[config.mk]
export PLATFORM = sky130hd
export DESIGN_NAME = spi_xfer_master
export DESIGN_NICKNAME = d
export VERILOG_FILES = /design/src/rtl/spi_xfer_pkg.sv /design/src/rtl/spi_half_timer.sv /design/src/rtl/spi_shift_unit.sv /design/src/rtl/spi_ss_ctrl.sv /design/src/rtl/spi_xfer_master.sv
export SDC_FILE = /design/constraint.sdc
export NUM_CORES = 1
export LEC_CHECK = 0
export ABC_AREA = 0
export BUFFER_PORTS_ARGS = -buffer_cell sky130_fd_sc_hd__buf_2
export CAP_MARGIN = 5
export CORE_AREA = 3 3 72 74
export CTS_CLUSTER_DIAMETER = 30
export DETAILED_ROUTE_END_ITERATION = 10
export DIE_AREA = 0 0 75 77
export PLACE_DENSITY_LB_ADDON = 0.05
export SYNTH_ARGS = -nofsm -noshare
export SYNTH_HDL_FRONTEND = slang
export SYNTH_SLANG_ARGS = --single-unit
[constraint.sdc]
create_clock -name clk -period 3.67 [get_ports clk]
set_clock_uncertainty 0.2 [all_clocks]
set_input_delay 0.5505 -clock clk [delete_from_list [all_inputs] [get_ports clk]]
set_output_delay 0.5505 -clock clk [all_outputs]
set_load 0.05 [all_outputs]
[src/rtl/spi_xfer_pkg.sv]
package spi_xfer_pkg;
  typedef enum logic [1:0] {
    ST_IDLE  = 2'd0,
    ST_XFER  = 2'd1,
    ST_TRAIL = 2'd2
  } xfer_state_t;
endpackage

[src/rtl/spi_half_timer.sv]
// Counts system clocks within one half period of SCK.
module spi_half_timer #(
  parameter int HALF_DIV = 4
) (
  input  logic clk,
  input  logic rst,
  input  logic run,
  output logic tick
);
  localparam int CW = (HALF_DIV > 2) ? $clog2(HALF_DIV) : 1;
  localparam logic [CW-1:0] LAST = CW'(HALF_DIV - 1);

  logic [CW-1:0] cnt;

  always_ff @(posedge clk) begin
    if (rst || !run) cnt <= '0;
    else if (cnt == LAST) cnt <= '0;
    else cnt <= cnt + 1'b1;
  end

  assign tick = run && (cnt == LAST);

  // Two half-period boundaries are never back to back
  AST_TICK_SPACED: assert property (@(posedge clk) disable iff (rst)
    tick |=> !tick);
endmodule

[src/rtl/spi_shift_unit.sv]
// Serialiser and deserialiser: drives MOSI and assembles the received word.
module spi_shift_unit #(
  parameter int DW = 8,
  localparam int EW = $clog2(2*DW + 1),
  localparam int IW = $clog2(DW)
) (
  input  logic          clk,
  input  logic          rst,
  input  logic          load,
  input  logic [DW-1:0] load_word,
  input  logic          cpha,
  input  logic          lsb_first,
  input  logic          loopback,
  input  logic          miso,
  input  logic          edge_stb,
  input  logic [EW-1:0] edge_idx,
  output logic          mosi,
  output logic          word_done,
  output logic [DW-1:0] rx_next
);
  logic [DW-1:0] tx_word;
  logic [DW-1:0] rx_acc;
  logic          mosi_r;
  logic          odd_edge, last_edge, shift_now, sample_now, din;
  logic [IW-1:0] out_seq, in_seq, out_pos, in_pos, first_pos;

  function automatic logic [IW-1:0] seq_pos(input logic [IW-1:0] seq, input logic lsb);
    return lsb ? seq : (IW'(DW - 1) - seq);
  endfunction

  assign odd_edge   = edge_idx[0];
  assign last_edge  = (edge_idx == EW'(2*DW));
  assign shift_now  = edge_stb && (cpha ? odd_edge : (!odd_edge && !last_edge));
  assign sample_now = edge_stb && (cpha ? !odd_edge : odd_edge);
  assign out_seq    = IW'(edge_idx >> 1);
  assign in_seq     = cpha ? IW'((edge_idx >> 1) - 1'b1) : IW'(edge_idx >> 1);
  assign out_pos    = seq_pos(out_seq, lsb_first);
  assign in_pos     = seq_pos(in_seq, lsb_first);
  assign first_pos  = seq_pos('0, lsb_first);
  assign din        = loopback ? mosi_r : miso;
  assign word_done  = edge_stb && last_edge;
  assign mosi       = mosi_r;

  always_comb begin
    rx_next = rx_acc;
    if (sample_now) rx_next[in_pos] = din;
  end

  always_ff @(posedge clk) begin
    if (rst) begin
      tx_word <= '0;
      rx_acc  <= '0;
      mosi_r  <= 1'b0;
    end else begin
      rx_acc <= load ? '0 : rx_next;
      if (load) begin
        tx_word <= load_word;
        if (!cpha) mosi_r <= load_word[first_pos];
      end else if (shift_now) begin
        mosi_r <= tx_word[out_pos];
      end
    end
  end

  // In phase 0 the first bit is already on MOSI before the first edge
  AST_FIRST_BIT_EARLY: assert property (@(posedge clk) disable iff (rst)
    (load && !cpha && !lsb_first) |=> (mosi == $past(load_word[DW-1])));
  AST_LOOP_ECHO: assert property (@(posedge clk) disable iff (rst)
    (loopback && sample_now) |-> (rx_next[in_pos] == mosi));
endmodule

[src/rtl/spi_ss_ctrl.sv]
// Slave-select and output-enable registers.
module spi_ss_ctrl #(
  parameter int NSS = 2
) (
  input  logic           clk,
  input  logic           rst,
  input  logic           enable,
  input  logic           manual,
  input  logic           busy_next,
  input  logic [NSS-1:0] ss_value,
  output logic [NSS-1:0] ss_n,
  output logic           sck_oe,
  output logic           mosi_oe,
  output logic           ss_oe
);
  logic [NSS-1:0] ss_n_r;
  logic           oe_r;

  always_ff @(posedge clk) begin
    if (rst) begin
      ss_n_r <= '1;
      oe_r   <= 1'b0;
    end else begin
      oe_r <= enable;
      if (enable && manual) ss_n_r <= ss_value;
      else if (busy_next)   ss_n_r <= ss_value;
      else                  ss_n_r <= '1;
    end
  end

  assign ss_n    = ss_n_r;
  assign sck_oe  = oe_r;
  assign mosi_oe = oe_r;
  assign ss_oe   = oe_r;

  AST_MANUAL_FOLLOWS: assert property (@(posedge clk) disable iff (rst)
    (enable && manual) |=> (ss_n == $past(ss_value)));
  AST_PADS_FLOAT: assert property (@(posedge clk) disable iff (rst)
    !enable |=> (!sck_oe && !mosi_oe && !ss_oe));
endmodule

[src/rtl/spi_xfer_master.sv]
module spi_xfer_master
  import spi_xfer_pkg::*;
#(
  parameter int DW       = 8,
  parameter int NSS      = 2,
  parameter int HALF_DIV = 4
) (
  input  logic           clk,
  input  logic           rst,
  input  logic           cfg_enable,
  input  logic           cfg_inhibit,
  input  logic           cfg_cpol,
  input  logic           cfg_cpha,
  input  logic           cfg_lsb_first,
  input  logic           cfg_loopback,
  input  logic           cfg_manual_ss,
  input  logic [NSS-1:0] ss_value,
  input  logic           tx_valid,
  input  logic [DW-1:0]  tx_data,
  output logic           tx_ready,
  output logic           rx_valid,
  output logic [DW-1:0]  rx_data,
  output logic           sck_o,
  output logic           sck_oe,
  output logic           mosi_o,
  output logic           mosi_oe,
  input  logic           miso_i,
  output logic [NSS-1:0] ss_n_o,
  output logic           ss_oe
);
  localparam int EW = $clog2(2*DW + 1);
  localparam logic [EW-1:0] LAST_EDGE = EW'(2*DW - 1);

  xfer_state_t   state_q, state_n;
  logic [EW-1:0] ecnt_q, ecnt_n;
  logic          tick, can_go, accept, edge_stb, word_done, sck_r, rx_valid_r;
  logic [DW-1:0] rx_next, rx_data_r;

  assign can_go   = cfg_enable && !cfg_inhibit;
  assign tx_ready = can_go && ((state_q == ST_IDLE) ||
                    (state_q == ST_XFER && tick && ecnt_q == LAST_EDGE));
  assign accept   = tx_ready && tx_valid;
  assign edge_stb = (state_q == ST_XFER) && tick;

  spi_half_timer #(.HALF_DIV(HALF_DIV)) u_timer (
    .clk (clk),
    .rst (rst),
    .run (state_q != ST_IDLE),
    .tick(tick)
  );

  always_comb begin
    state_n = state_q;
    ecnt_n  = ecnt_q;
    if (!cfg_enable) begin
      state_n = ST_IDLE;
      ecnt_n  = '0;
    end else begin
      unique case (state_q)
        ST_IDLE: if (accept) begin
          state_n = ST_XFER;
          ecnt_n  = '0;
        end
        ST_XFER: if (tick) begin
          if (ecnt_q == LAST_EDGE) begin
            ecnt_n  = '0;
            state_n = accept ? ST_XFER : ST_TRAIL;
          end else begin
            ecnt_n = ecnt_q + 1'b1;
          end
        end
        ST_TRAIL: if (tick) state_n = ST_IDLE;
        default:  state_n = ST_IDLE;
      endcase
    end
  end

  always_ff @(posedge clk) begin
    if (rst) begin
      state_q    <= ST_IDLE;
      ecnt_q     <= '0;
      sck_r      <= 1'b0;
      rx_valid_r <= 1'b0;
      rx_data_r  <= '0;
    end else begin
      state_q    <= state_n;
      ecnt_q     <= ecnt_n;
      rx_valid_r <= word_done;
      if (word_done) rx_data_r <= rx_next;
      if (!cfg_enable || state_q == ST_IDLE) sck_r <= cfg_cpol;
      else if (edge_stb)                     sck_r <= ~sck_r;
    end
  end

  spi_shift_unit #(.DW(DW)) u_shift (
    .clk      (clk),
    .rst      (rst),
    .load     (accept),
    .load_word(tx_data),
    .cpha     (cfg_cpha),
    .lsb_first(cfg_lsb_first),
    .loopback (cfg_loopback),
    .miso     (miso_i),
    .edge_stb (edge_stb),
    .edge_idx (ecnt_q + 1'b1),
    .mosi     (mosi_o),
    .word_done(word_done),
    .rx_next  (rx_next)
  );

  spi_ss_ctrl #(.NSS(NSS)) u_ss (
    .clk      (clk),
    .rst      (rst),
    .enable   (cfg_enable),
    .manual   (cfg_manual_ss),
    .busy_next(state_n != ST_IDLE),
    .ss_value (ss_value),
    .ss_n     (ss_n_o),
    .sck_oe   (sck_oe),
    .mosi_oe  (mosi_oe),
    .ss_oe    (ss_oe)
  );

  assign sck_o    = sck_r;
  assign rx_valid = rx_valid_r;
  assign rx_data  = rx_data_r;

  AST_SCK_AT_REST: assert property (@(posedge clk) disable iff (rst)
    (state_q == ST_IDLE) |=> (sck_o == $past(cfg_cpol)));
  AST_INHIBIT_HOLDS: assert property (@(posedge clk) disable iff (rst)
    (state_q == ST_IDLE && cfg_inhibit) |=> (state_q == ST_IDLE));
  AST_RX_ONE_CYCLE: assert property (@(posedge clk) disable iff (rst)
    rx_valid |=> !rx_valid);
  AST_SS_RELEASED: assert property (@(posedge clk) disable iff (rst)
    (!cfg_manual_ss && !$past(cfg_manual_ss) && state_q == ST_IDLE &&
     $past(state_q) == ST_IDLE) |-> (ss_n_o == '1));
  AST_SCK_STILL_IN_GAP: assert property (@(posedge clk) disable iff (rst)
    (state_q == ST_XFER && !tick && cfg_enable) |=> $stable(sck_o));
endmodule

=== Word level (Yosys, flattened, before mapping) ===
Cells that the tools add are included.

* Register bits: 39
* Output and inout port bits: 17

* Reductions and logical operators: 31
* Equality and inequality tests: 8
* Bitwise gates (word level): 2
* $add $sub $neg: 5
* $lt $le $gt $ge: 4
* Muxes and demuxes: 33

{| class="wikitable"
|+ Operators by type and width
! kind !! number
|-
| $mux W2 || 8
|-
| $mux W5 || 3
|-
| $logic_and A1 B1 Y1 || 12
|-
| $lt A3 B4 Y1 const B || 3
|-
| $mux W3 || 4
|-
| $mux W1 || 11
|-
| $pmux W5 S2 || 1
|-
| $reduce_bool A2 Y1 || 5
|-
| $bwmux W8 || 1
|-
| $mux W8 || 1
|-
| $bmux W1 S3 || 2
|-
| $ne A2 B2 Y1 const B || 3
|-
| $pmux W2 S3 || 1
|-
| $reduce_or A2 Y1 || 3
|-
| $sub A3 B3 Y3 const A || 2
|-
| $add A5 B1 Y5 const B || 1
|-
| $eq A5 B4 Y1 const B || 1
|-
| $eq A5 B5 Y1 const B || 1
|-
| $logic_not A1 Y1 || 5
|-
| $eq A2 B2 Y1 const B || 2
|-
| $demux W1 S3 || 1
|-
| $ge A3 B1 Y1 const B || 1
|-
| $logic_or A1 B1 Y1 || 3
|-
| $reduce_and A3 Y1 || 1
|-
| other kinds (6) || 7
|}

=== Longest topological paths before layout ===
Gate-level depths: netlist of run 1.

* Word-level depth: 15
* Depth in mapped cells: 9
* Gate-level depth less buffers: 9

=== By module ===
Synthesis of run 1 repeated with hierarchy kept, for this count alone.

* Cells, all modules: 252
* Area, all modules: 2,278.4 um^2

{| class="wikitable"
|+ By module, submodules not included
! module !! instances !! seq. area each (um^2) !! cells an instance !! area each (um^2)
|-
| spi_shift_unit || 1 || 340.3 || 143 || 1,265.0
|-
| spi_xfer_master || 1 || 340.3 || 94 || 828.3
|-
| spi_ss_ctrl || 1 || 60.1 || 9 || 98.8
|-
| spi_half_timer || 1 || 40.0 || 6 || 86.3
|}

=== Least setup slack after synthesis of run 1 ===
OpenSTA, ideal clock, no wires.

* Kind: register to output
* Start point: register ecnt_q[1]
* End point: output tx_ready
* Path buffers: 0
* Cell stages (with the launch flop): 6
* Arrival: 2.762 ns
* Slack: 0.158 ns
* Cells stage by stage: dfxtp_1 -> ha_1 -> and3_1 -> ha_1 -> a21boi_0 -> nor4b_1

* Word-level cells in the longest chain between the ends: 4

{| class="wikitable"
|+ Ends and longest elaborated chain
! item !! line !! text
|-
| from (decl) || spi_xfer_master.sv:35 || <nowiki>logic [EW-1:0] ecnt_q, ecnt_n;</nowiki>
|-
| from (signal assigned) || spi_xfer_master.sv:87 || <nowiki>ecnt_q <= ecnt_n;</nowiki>
|-
| $eq A5 B4 Y1 || spi_xfer_master.sv:41 || <nowiki>(state_q == ST_XFER && tick && ecnt_q == LAST_EDGE));</nowiki>
|-
| $logic_and A1 B1 Y1 || spi_xfer_master.sv:41 ||
|-
| $logic_or A1 B1 Y1 || spi_xfer_master.sv:40 || <nowiki>assign tx_ready = can_go && ((state_q == ST_IDLE) ||</nowiki>
|-
| $logic_and A1 B1 Y1 || spi_xfer_master.sv:40 ||
|-
| to (decl) || spi_xfer_master.sv:20 || <nowiki>output logic tx_ready,</nowiki>
|}

Every way passes these cells.

=== Worst setup path in the final report of run 1 ===
* Start point: register ecnt_q[0]
* End point: output tx_ready

Same word-level chain as after synthesis.

==> results.sh, run 1 <==
export IMPL_status="completed"
export IMPL_power_uw=801
export IMPL_path_class="reg -> out"
export IMPL_cts_root_buf="clkbuf_8"
export IMPL_syn_to_final_growth_pct=13.4
export IMPL_ys_seq_elements=39
export IMPL_dp_slack_ps=615
export IMPL_final_nets=289
export IMPL_slew_violations=0
export IMPL_setup_viol=0
export IMPL_hold_violations=0
export IMPL_netlist_top_cells_area="dfxtp_1, a21oi_1, nand2_1, nor3_1, o31ai_1"
export IMPL_cts_tree="built"
export IMPL_synth_seq_area_share_pct=37.9
export IMPL_start_util_pct=44.2
export IMPL_drt_iter0_markers=68
export IMPL_crit_required_ps=2920
export IMPL_setup_ws_ps=585
export IMPL_worstSkewPairLatency_ps=290
export IMPL_cts_hold_buf=0
export IMPL_ant_nets=0
export IMPL_async_flop_share_pct=0
export IMPL_antenna_found_initial=0
export IMPL_vias=1780
export IMPL_powerDensity_nw_per_um2=343
export IMPL_cp_startpoint="ecnt_q[0]"
export IMPL_wirelength_microns=4600
export IMPL_postLayoutCellArea_sq_um=2340
export IMPL_grt_pass1_wl_microns=7990
export IMPL_rrSetupSlack_ps=590
export IMPL_wl_per_cell_microns=14.5
export IMPL_cts_inserted_buffers=5
export IMPL_drc=0
export IMPL_clock_sinks=39
export IMPL_startpoint_type="register"
export IMPL_cts_setup_buffers=0
export IMPL_maxCapViolCount=0
export IMPL_critical_path_max_fanout=12
export IMPL_max_slew_margin_pct=49.3
export IMPL_grt_max_degree=15
export IMPL_die_w_microns=75
export IMPL_grtUsageTotal_pct=17.7
export IMPL_crit_arrival_ps=2330
export IMPL_fin_crit_sh_pct=84.1
export IMPL_synth_top_area_share_pct=37.9
export IMPL_vias_per_cell=5.60
export IMPL_antenna_cells=0
export IMPL_syn_avg_cell_area_sq_um=8.97
export IMPL_synth_area_sq_um=2060
export IMPL_die_area_sq_um=5780
export IMPL_drtPass1Iterations=4
export IMPL_ys_types=47
export IMPL_path_clk_slew_ps=70
export IMPL_r2r_start="ecnt_q[0]"
export IMPL_yosys_area_top_type="dfxtp_1"
export IMPL_rsz0062_at_grt="false"
export IMPL_hp_class="reg -> reg"
export IMPL_fmax_mhz=324
export IMPL_fin_crit_ps=3090
export IMPL_synth_edf_count=0
export IMPL_grt_pass1_vias=1671
export IMPL_post_dp_cell_area_sq_um=2260
export IMPL_peakVddDrop_v=0.000192
export IMPL_row_count=25
export IMPL_syn_nets=256
export IMPL_ys_flop_type="dfxtp_1"
export IMPL_grt_ovfl_total=0
export IMPL_core_sq_um=4660
export IMPL_leakagePower_nw=0.936
export IMPL_die_y_microns=77
export IMPL_drive_above_1_share_pct=22.0
export IMPL_numPortBuffers=37
export IMPL_io_pins=38
export IMPL_hold_worst_slack_ps=239
export IMPL_cts_htree_levels=2
export IMPL_cts_buffer_depth=2
export IMPL_ys_warn_count=0
export IMPL_setup_tns_ps=0
export IMPL_syn_inst=230
export IMPL_dp_final_hpwl_microns=3380
export IMPL_gp_congestion=0.783
export IMPL_critPathCaptureType="output pin"
export IMPL_post_cts_resized=0
export IMPL_min_delay_start="u_timer.cnt[0]"
export IMPL_max_slew_worst_pin_slew_ps=756
[final cells by class]
type                    instances  area [sq um]
clock inverters                 1          5.00
repair buffers                 39           200
clock buffers                   7          76.3
fillers                       469          2320
flip-flops and latches         39           781
well taps                      54          67.6
multi-input cells             170          1180
inverters                       8          30.0
[synthesized netlist by cell type (all sizes together) (2+ instances only)]
| cell type | number |
|---|---|
| and3b | 2 |
| nand4 | 4 |
| clkbuf | 8 |
| nor4b | 3 |
| o21ai | 2 |
| mux4 | 2 |
| nand4b | 2 |
| inv | 8 |
| nand3b | 3 |
| dfxtp | 39 |
| o31a | 4 |
| o31ai | 13 |
| ha | 5 |
| xnor3 | 3 |
| nand3 | 4 |
| nor3 | 19 |
| xnor2 | 4 |
| a21boi | 2 |
| buf | 5 |
| and3 | 2 |
| nor4 | 2 |
| nand2 | 32 |
| a21oi | 26 |
| or2 | 2 |
| or3b | 2 |
| nor2b | 2 |
| a21o | 4 |
| xor2 | 4 |
| nor2 | 10 |
[kinds of logic (layout without fill, tap and decap cells)]
family / count (synthesis) / count (layout) / synth area share [%]
AND/OR/NAND/NOR: 94 / 94 / 23.9
AO/OA/AOI/OAI: 56 / 56 / 18.5
flip-flops: 39 / 39 / 37.9
buffers and inverters: 21 / 55 / 4.98
XOR/XNOR: 11 / 11 / 8.50
adder cells (fa/ha/maj): 5 / 5 / 3.03
multiplexers: 4 / 4 / 3.22
[sequential cells by signal, indices dropped and copies added (netlist names)]
| name | cells |
|---|---|
| u_shift.rx_acc | 8 |
| u_shift.mosi | 1 |
| u_timer.cnt | 2 |
| rx_data | 8 |
| sck_o | 1 |
| rx_valid | 1 |
| u_shift.tx_word | 8 |
| state_q | 2 |
| u_ss.ss_n | 2 |
| u_ss.mosi_oe | 1 |
| ecnt_q | 5 |
[where the power goes]
group | switching, mW | total, mW | internal (mW)
clock | 0.148 | 0.282 | 0.133
sequential | 0.00329 | 0.432 | 0.428
combinational | 0.0568 | 0.0879 | 0.0311
total | 0.208 | 0.801 | 0.593
[path summary, 6_finish.rpt]
path / end / depth (start not counted)
setup / recovery: tx_ready / 6
hold / removal: u_timer.cnt[0] / 1
setup reg to reg: u_shift.mosi / 8
hold reg to reg: u_timer.cnt[0] / 1
[cells in the final DEF (no fill, tap or decap), types with 2 or more instances in the layout]
master	Yosys	routed
a21boi_0	2	2
a21o_1	4	4
a21oi_1	26	26
and3_1	2	2
and3b_1	2	2
buf_2	1	37
buf_4	2	2
clkbuf_1	8	2
clkbuf_8	0	5
dfxtp_1	39	39
ha_1	5	5
inv_1	8	8
mux4_2	2	2
nand2_1	32	32
nand3_1	4	4
nand3b_1	3	3
nand4_1	4	4
nand4b_1	2	2
nor2_1	10	10
nor2b_1	2	2
nor3_1	19	19
nor4_1	2	2
nor4b_1	3	3
o21ai_0	2	2
o31a_1	4	4
o31ai_1	9	9
o31ai_2	4	4
or2_2	2	2
xnor2_1	3	3
xnor3_1	3	3
xor2_1	3	3
[critical path, stage by stage (launching register included)]
cell and delay (ps):
dfxtp_1 520, ha_1 340, and3_1 210, ha_1 220, a21boi_0 150, nor4b_1 290, buf_2 320
[routing by layer]
layer	routed length, microns	vias up	global-route usage [%]	share of wire [%]
li1	-	906	-	-
met1	2170	811	24.6	47
met2	2090	55	26.5	45
met3	281	8	4.19	6.1
met4	63	0	5.87	1.4
met5	0	-	0	0
[through the flow]
| stage | instances | utilization [%] |
|---|---|---|
| after global routing | 318 | 50.2 |
| after global placement | 310 | 48.4 |
| after detailed placement | 310 | 48.4 |
| after CTS | 318 | 50.2 |
| final | 318 | 50.2 |
| after floorplan | 230 | - |
Note: power is estimated with default switching activity, not from simulation.
==> run 2, diff against run 1 <==
==> constraint.sdc (replaced) <==
create_clock -name clk -period 2.8 [get_ports clk]
set_clock_uncertainty 0.2 [all_clocks]
set_input_delay 0.42 -clock clk [delete_from_list [all_inputs] [get_ports clk]]
set_output_delay 0.42 -clock clk [all_outputs]
set_load 0.05 [all_outputs]
==> run 2 against run 1 <==
Against the previous run: routed wire length fell by 4.8%; global-route usage fell by 1.5 points; clock power rose by 30%; critical path type is now reg -> reg; largest cell class unchanged.
==> results.sh, run 2 (synthesized netlist as in run 1, its figures left out) <==
export IMPL_status="completed"
export IMPL_path_class="reg -> reg"
export IMPL_max_slew_margin_pct=59.9
export IMPL_cp_cell_sequence="ha_1 > buf_4 > xor2_1 > inv_1 > ha_1 > xnor3_1 > o31a_1 > nor3_1 > o31ai_1"
export IMPL_grt_pass1_wl_microns=7470
export IMPL_cts_hold_buf=0
export IMPL_slew_violations=0
export IMPL_drive_above_1_share_pct=25.7
export IMPL_die_area_sq_um=5780
export IMPL_hold_violations=0
export IMPL_grtUsageTotal_pct=16.1
export IMPL_rsz0062_at_grt="true"
export IMPL_ant_nets=0
export IMPL_crit_required_ps=2770
export IMPL_fin_crit_ps=2610
export IMPL_antenna_cells=0
export IMPL_clock_sinks=39
export IMPL_final_common_cell="dfxtp_1"
export IMPL_leakagePower_nw=0.980
export IMPL_worstRegToRegCells=9
export IMPL_vias=1776
export IMPL_gp_congestion=0.771
export IMPL_setup_ws_ps=192
export IMPL_dpl_cell_count=318
export IMPL_row_count=25
export IMPL_cts_setup_buffers=0
export IMPL_cp_top_family="XOR/XNOR gates"
export IMPL_postLayoutCellArea_sq_um=2430
export IMPL_dp_final_hpwl_microns=3320
export IMPL_io_pins=38
export IMPL_hp_class="in -> reg"
export IMPL_drtPass1Iterations=4
export IMPL_powerDensity_nw_per_um2=434
export IMPL_r2r_start="ecnt_q[1]"
export IMPL_min_to="u_ss.ss_n[1]"
export IMPL_max_slew_worst_pin_slew_ps=600
export IMPL_startpoint_type="register"
export IMPL_grt_pass1_vias=1626
export IMPL_start_util_pct=44.2
export IMPL_worst_hold_path_num_cells=2
export IMPL_dp_slack_ps=139
export IMPL_cts_root_buf="clkbuf_8"
export IMPL_finalNonFillerCells=326
export IMPL_setup_tns_ps=0
export IMPL_cts_buffer_depth=2
export IMPL_final_nets=297
export IMPL_fin_crit_sh_pct=93.1
export IMPL_rr_endpoint="rx_data[7]"
export IMPL_slowest_stage="xnor3_1"
export IMPL_wirelength_microns=4380
export IMPL_vias_per_cell=5.45
export IMPL_peakVddDrop_v=0.000270
export IMPL_path_clk_slew_ps=80
export IMPL_critical_path_max_fanout=6
export IMPL_antenna_found_initial=0
export IMPL_die_y_microns=77
export IMPL_max_stage_delay_ps=460
export IMPL_cts_htree_levels=2
export IMPL_cpMostUsedCell="ha_1"
export IMPL_hold_worst_slack_ps=118
export IMPL_crit_buf_inv=2
export IMPL_numPortBuffers=37
export IMPL_core_sq_um=4660
export IMPL_drc=0
export IMPL_min_delay_start="ss_value[1]"
export IMPL_wl_per_cell_microns=13.4
export IMPL_post_dp_cell_area_sq_um=2320
export IMPL_fmax_mhz=384
export IMPL_die_w_microns=75
export IMPL_crit_arrival_ps=2580
export IMPL_worstSkewPairLatency_ps=280
export IMPL_grt_max_degree=15
export IMPL_layout_common_cells="dfxtp_1, buf_2, nand2_1, a21oi_1, nor3_1"
export IMPL_maxCapViolCount=0
export IMPL_cts_tree="built"
export IMPL_drt_iter0_markers=85
export IMPL_critPathCaptureType="register"
export IMPL_syn_to_final_growth_pct=17.8
export IMPL_setup_viol=0
export IMPL_final_util_pct=52.1
export IMPL_grt_ovfl_total=0
export IMPL_cts_inserted_buffers=5
export IMPL_power_mw=1.05
export IMPL_rrSetupSlack_ps=190
-- run 2: layout make-up --
type	instances	area, sq um
inverters	8	30.0
flip-flops and latches	39	781
fillers	466	2230
clock buffers	6	72.6
multi-input cells	170	1210
repair buffers	47	260
well taps	54	67.6
clock inverters	2	12.5
-- run 2: worst reg2reg max path, delay by kind of cell (launching register included) --
family	cells	cell delay [ps]
compound gates	2	430
xor+xnor	2	630
fa+ha+maj	2	380
buf+inv	2	190
flops	1	410
simple gates	1	240
-- run 2: worst max-delay path by stage --
stage / from / endpoint / slack (ps) / depth (start not counted)
floorplan: ecnt_q[1] / tx_ready / 100 / 5
global placement: ecnt_q[1] / u_shift.mosi / 200 / 9
detailed placement: ecnt_q[1] / rx_data[6] / 140 / 10
CTS: ecnt_q[1] / rx_data[6] / 140 / 10
global route: ecnt_q[1] / rx_data[6] / -20 / 10
finish: ecnt_q[1] / rx_data[7] / 190 / 9
-- run 2: routing by layer --
| metal | vias up | track usage (%) | part of all wire (%) |
|---|---|---|---|
| met5 | - | 0 | 0 |
| met4 | 0 | 3.20 | 0.43 |
| met3 | 2 | 3.54 | 4.6 |
| met2 | 40 | 24.0 | 44 |
| met1 | 816 | 23.8 | 51 |
| li1 | 918 | - | - |
-- run 2: timing repair --
action,4_1_cts,5_1_grt
setup endpoints to repair,0,16
endpoints found under the hold margin,0,0
gates resized for setup,0,3
-- run 2: power breakdown --
group,total (mW),switching (mW),leakage (nW),internal (mW)
Combinational,0.120,0.0751,0.623,0.0453
Clock,0.368,0.194,0.0412,0.174
Sequential,0.565,0.00397,0.315,0.561
==> run 3, diff against run 2 <==
--- a/config.mk
+++ b/config.mk
@@ -9,10 +9,11 @@
 export BUFFER_PORTS_ARGS = -buffer_cell sky130_fd_sc_hd__buf_2
 export CAP_MARGIN = 5
 export CORE_AREA = 3 3 72 74
-export CTS_CLUSTER_DIAMETER = 30
+export CTS_CLUSTER_DIAMETER = 80
 export DETAILED_ROUTE_END_ITERATION = 10
 export DIE_AREA = 0 0 75 77
 export PLACE_DENSITY_LB_ADDON = 0.05
+export REMOVE_ABC_BUFFERS = 1
 export SYNTH_ARGS = -nofsm -noshare
 export SYNTH_HDL_FRONTEND = slang
 export SYNTH_SLANG_ARGS = --single-unit
==> run 3 against run 2 <==
Against the previous run: utilization grew 0.81 points; die area is the same; sequential power is essentially flat; worst setup slack lost 60 ps; routed wire length grew 4.7%; first-iteration DRC count grew 15%; clock power is essentially flat; critical path type is now reg -> out; largest cell class unchanged.
==> results.sh, run 3 (synthesized netlist as in run 1, its figures left out) <==
export IMPL_status="completed"
export IMPL_grtUsageTotal_pct=16.7
export IMPL_crit_arrival_ps=2050
export IMPL_cts_htree_levels=2
export IMPL_start_util_pct=44.2
export IMPL_vias=1780
export IMPL_die_w_microns=75
export IMPL_io_pins=38
export IMPL_min_delay_start="ss_value[0]"
export IMPL_peakVddDrop_v=0.000236
export IMPL_syn_to_final_growth_pct=19.7
export IMPL_die_y_microns=77
export IMPL_wirelength_microns=4590
export IMPL_drc=0
export IMPL_r2r_start="ecnt_q[1]"
export IMPL_cp_startpoint="ecnt_q[1]"
export IMPL_max_slew_margin_pct=56.0
export IMPL_final_nets=299
export IMPL_leakagePower_nw=0.993
export IMPL_antenna_cells=0
export IMPL_drt_iter0_markers=98
export IMPL_final_common_cell="dfxtp_1"
export IMPL_hold_violations=0
export IMPL_numPortBuffers=37
export IMPL_startpoint_type="register"
export IMPL_cts_tree="built"
export IMPL_fin_crit_sh_pct=95.3
export IMPL_drive_above_1_share_pct=27.4
export IMPL_path_clk_slew_ps=70
export IMPL_fmax_mhz=375
export IMPL_core_sq_um=4660
export IMPL_grt_ovfl_total=0
export IMPL_critical_path_max_fanout=6
export IMPL_antenna_found_initial=0
export IMPL_maxCapViolCount=0
export IMPL_grt_pass1_wl_microns=7660
export IMPL_fin_crit_ps=2670
export IMPL_setup_tns_ps=0
export IMPL_powerDensity_nw_per_um2=430
export IMPL_vias_per_cell=5.43
export IMPL_row_count=25
export IMPL_cts_root_buf="clkbuf_8"
export IMPL_drtPass1Iterations=4
export IMPL_setup_viol=0
export IMPL_grt_pass1_vias=1615
export IMPL_slew_violations=0
export IMPL_wl_per_cell_microns=14.0
export IMPL_path_class="reg -> out"
export IMPL_max_slew_worst_pin_slew_ps=658
export IMPL_layout_common_cells="dfxtp_1, buf_2, nand2_1, a21oi_1, nor3_1"
export IMPL_grt_max_degree=15
export IMPL_cts_inserted_buffers=5
export IMPL_worstSkewPairLatency_ps=290
export IMPL_dp_final_hpwl_microns=3400
export IMPL_cts_buffer_depth=2
export IMPL_gp_congestion=0.775
export IMPL_clock_sinks=39
export IMPL_die_area_sq_um=5780
export IMPL_ant_nets=0
export IMPL_critPathCaptureType="output pin"
export IMPL_hp_class="in -> reg"
export IMPL_final_util_pct=52.9
export IMPL_crit_required_ps=2180
==> run 3: cell count changes in the layout (fill, tap and decap cells not counted), sizes merged <==
cell,previous run,this run
clkbuf,6,7
buf,47,48
==> run 3: critical path, stage by stage (launching register included) <==
cell	delay, ps
dfxtp_1	410
ha_1	190
and3_1	190
ha_1	230
a21boi_0	170
nor4b_1	280
clkbuf_4	290
==> run 3: layout make-up <==
type / instances / area [sq um]
inverter: 8 / 30.0
sequential: 39 / 781
fill: 451 / 2190
multi-input combinational: 170 / 1230
timing repair buffer: 49 / 278
tap: 54 / 67.6
clock inverter: 2 / 12.5
clock buffer: 6 / 72.6
==> run 3: final timing paths <==
kind / slack (ps) / to / cells after the start
worst max-delay path: 130 / tx_ready / 6
worst min-delay path: 120 / u_ss.ss_n[0] / 2
worst max register to register: 130 / u_shift.mosi / 8
worst min register to register: 230 / u_timer.cnt[0] / 1
==> run 3: report_power, final <==
| group | switching, mW | leakage (nW) | internal, mW | total (mW) |
|---|---|---|---|---|
| Clock | 0.194 | 0.0412 | 0.174 | 0.368 |
| Sequential | 0.00386 | 0.315 | 0.561 | 0.565 |
| Combinational | 0.0785 | 0.636 | 0.0476 | 0.126 |
==> run 3: per-stage QoR <==
| stage | hold WS, ps | cells | area [sq um] | setup WS (ps) | total power [mW] |
|---|---|---|---|---|---|
| 5_1_grt | 121 | 328 | 2470 | -5.74 | 1.11 |
| 6_report | 120 | 328 | 2470 | 133 | 1.06 |
| 2_1_floorplan | 204 | 217 | 1990 | -719 | 0.650 |
| 3_3_place_gp | 227 | 319 | 2330 | 154 | 0.699 |
| 4_1_cts | 111 | 327 | 2420 | 64.7 | 1.07 |
| 3_5_place_dp | 222 | 319 | 2330 | 85.4 | 0.699 |
==> run 3: metal layers <==
metal | up-vias | GRT usage (%) | wire (microns)
li1 | 920 | - | -
met4 | 0 | 4.27 | 35
met3 | 5 | 4.33 | 205
met1 | 819 | 25.0 | 2400
met5 | - | 0 | 0
met2 | 36 | 23.6 | 1950
==> run 3: what timing repair did <==
| action | CTS | global route |
|---|---|---|
| hold buffers | 0 | 0 |
| setup endpoints to repair | 0 | 17 |
| hold endpoints to repair | 0 | 0 |
| gates resized for setup | 0 | 8 |
| buffers inserted | 0 | 1 |
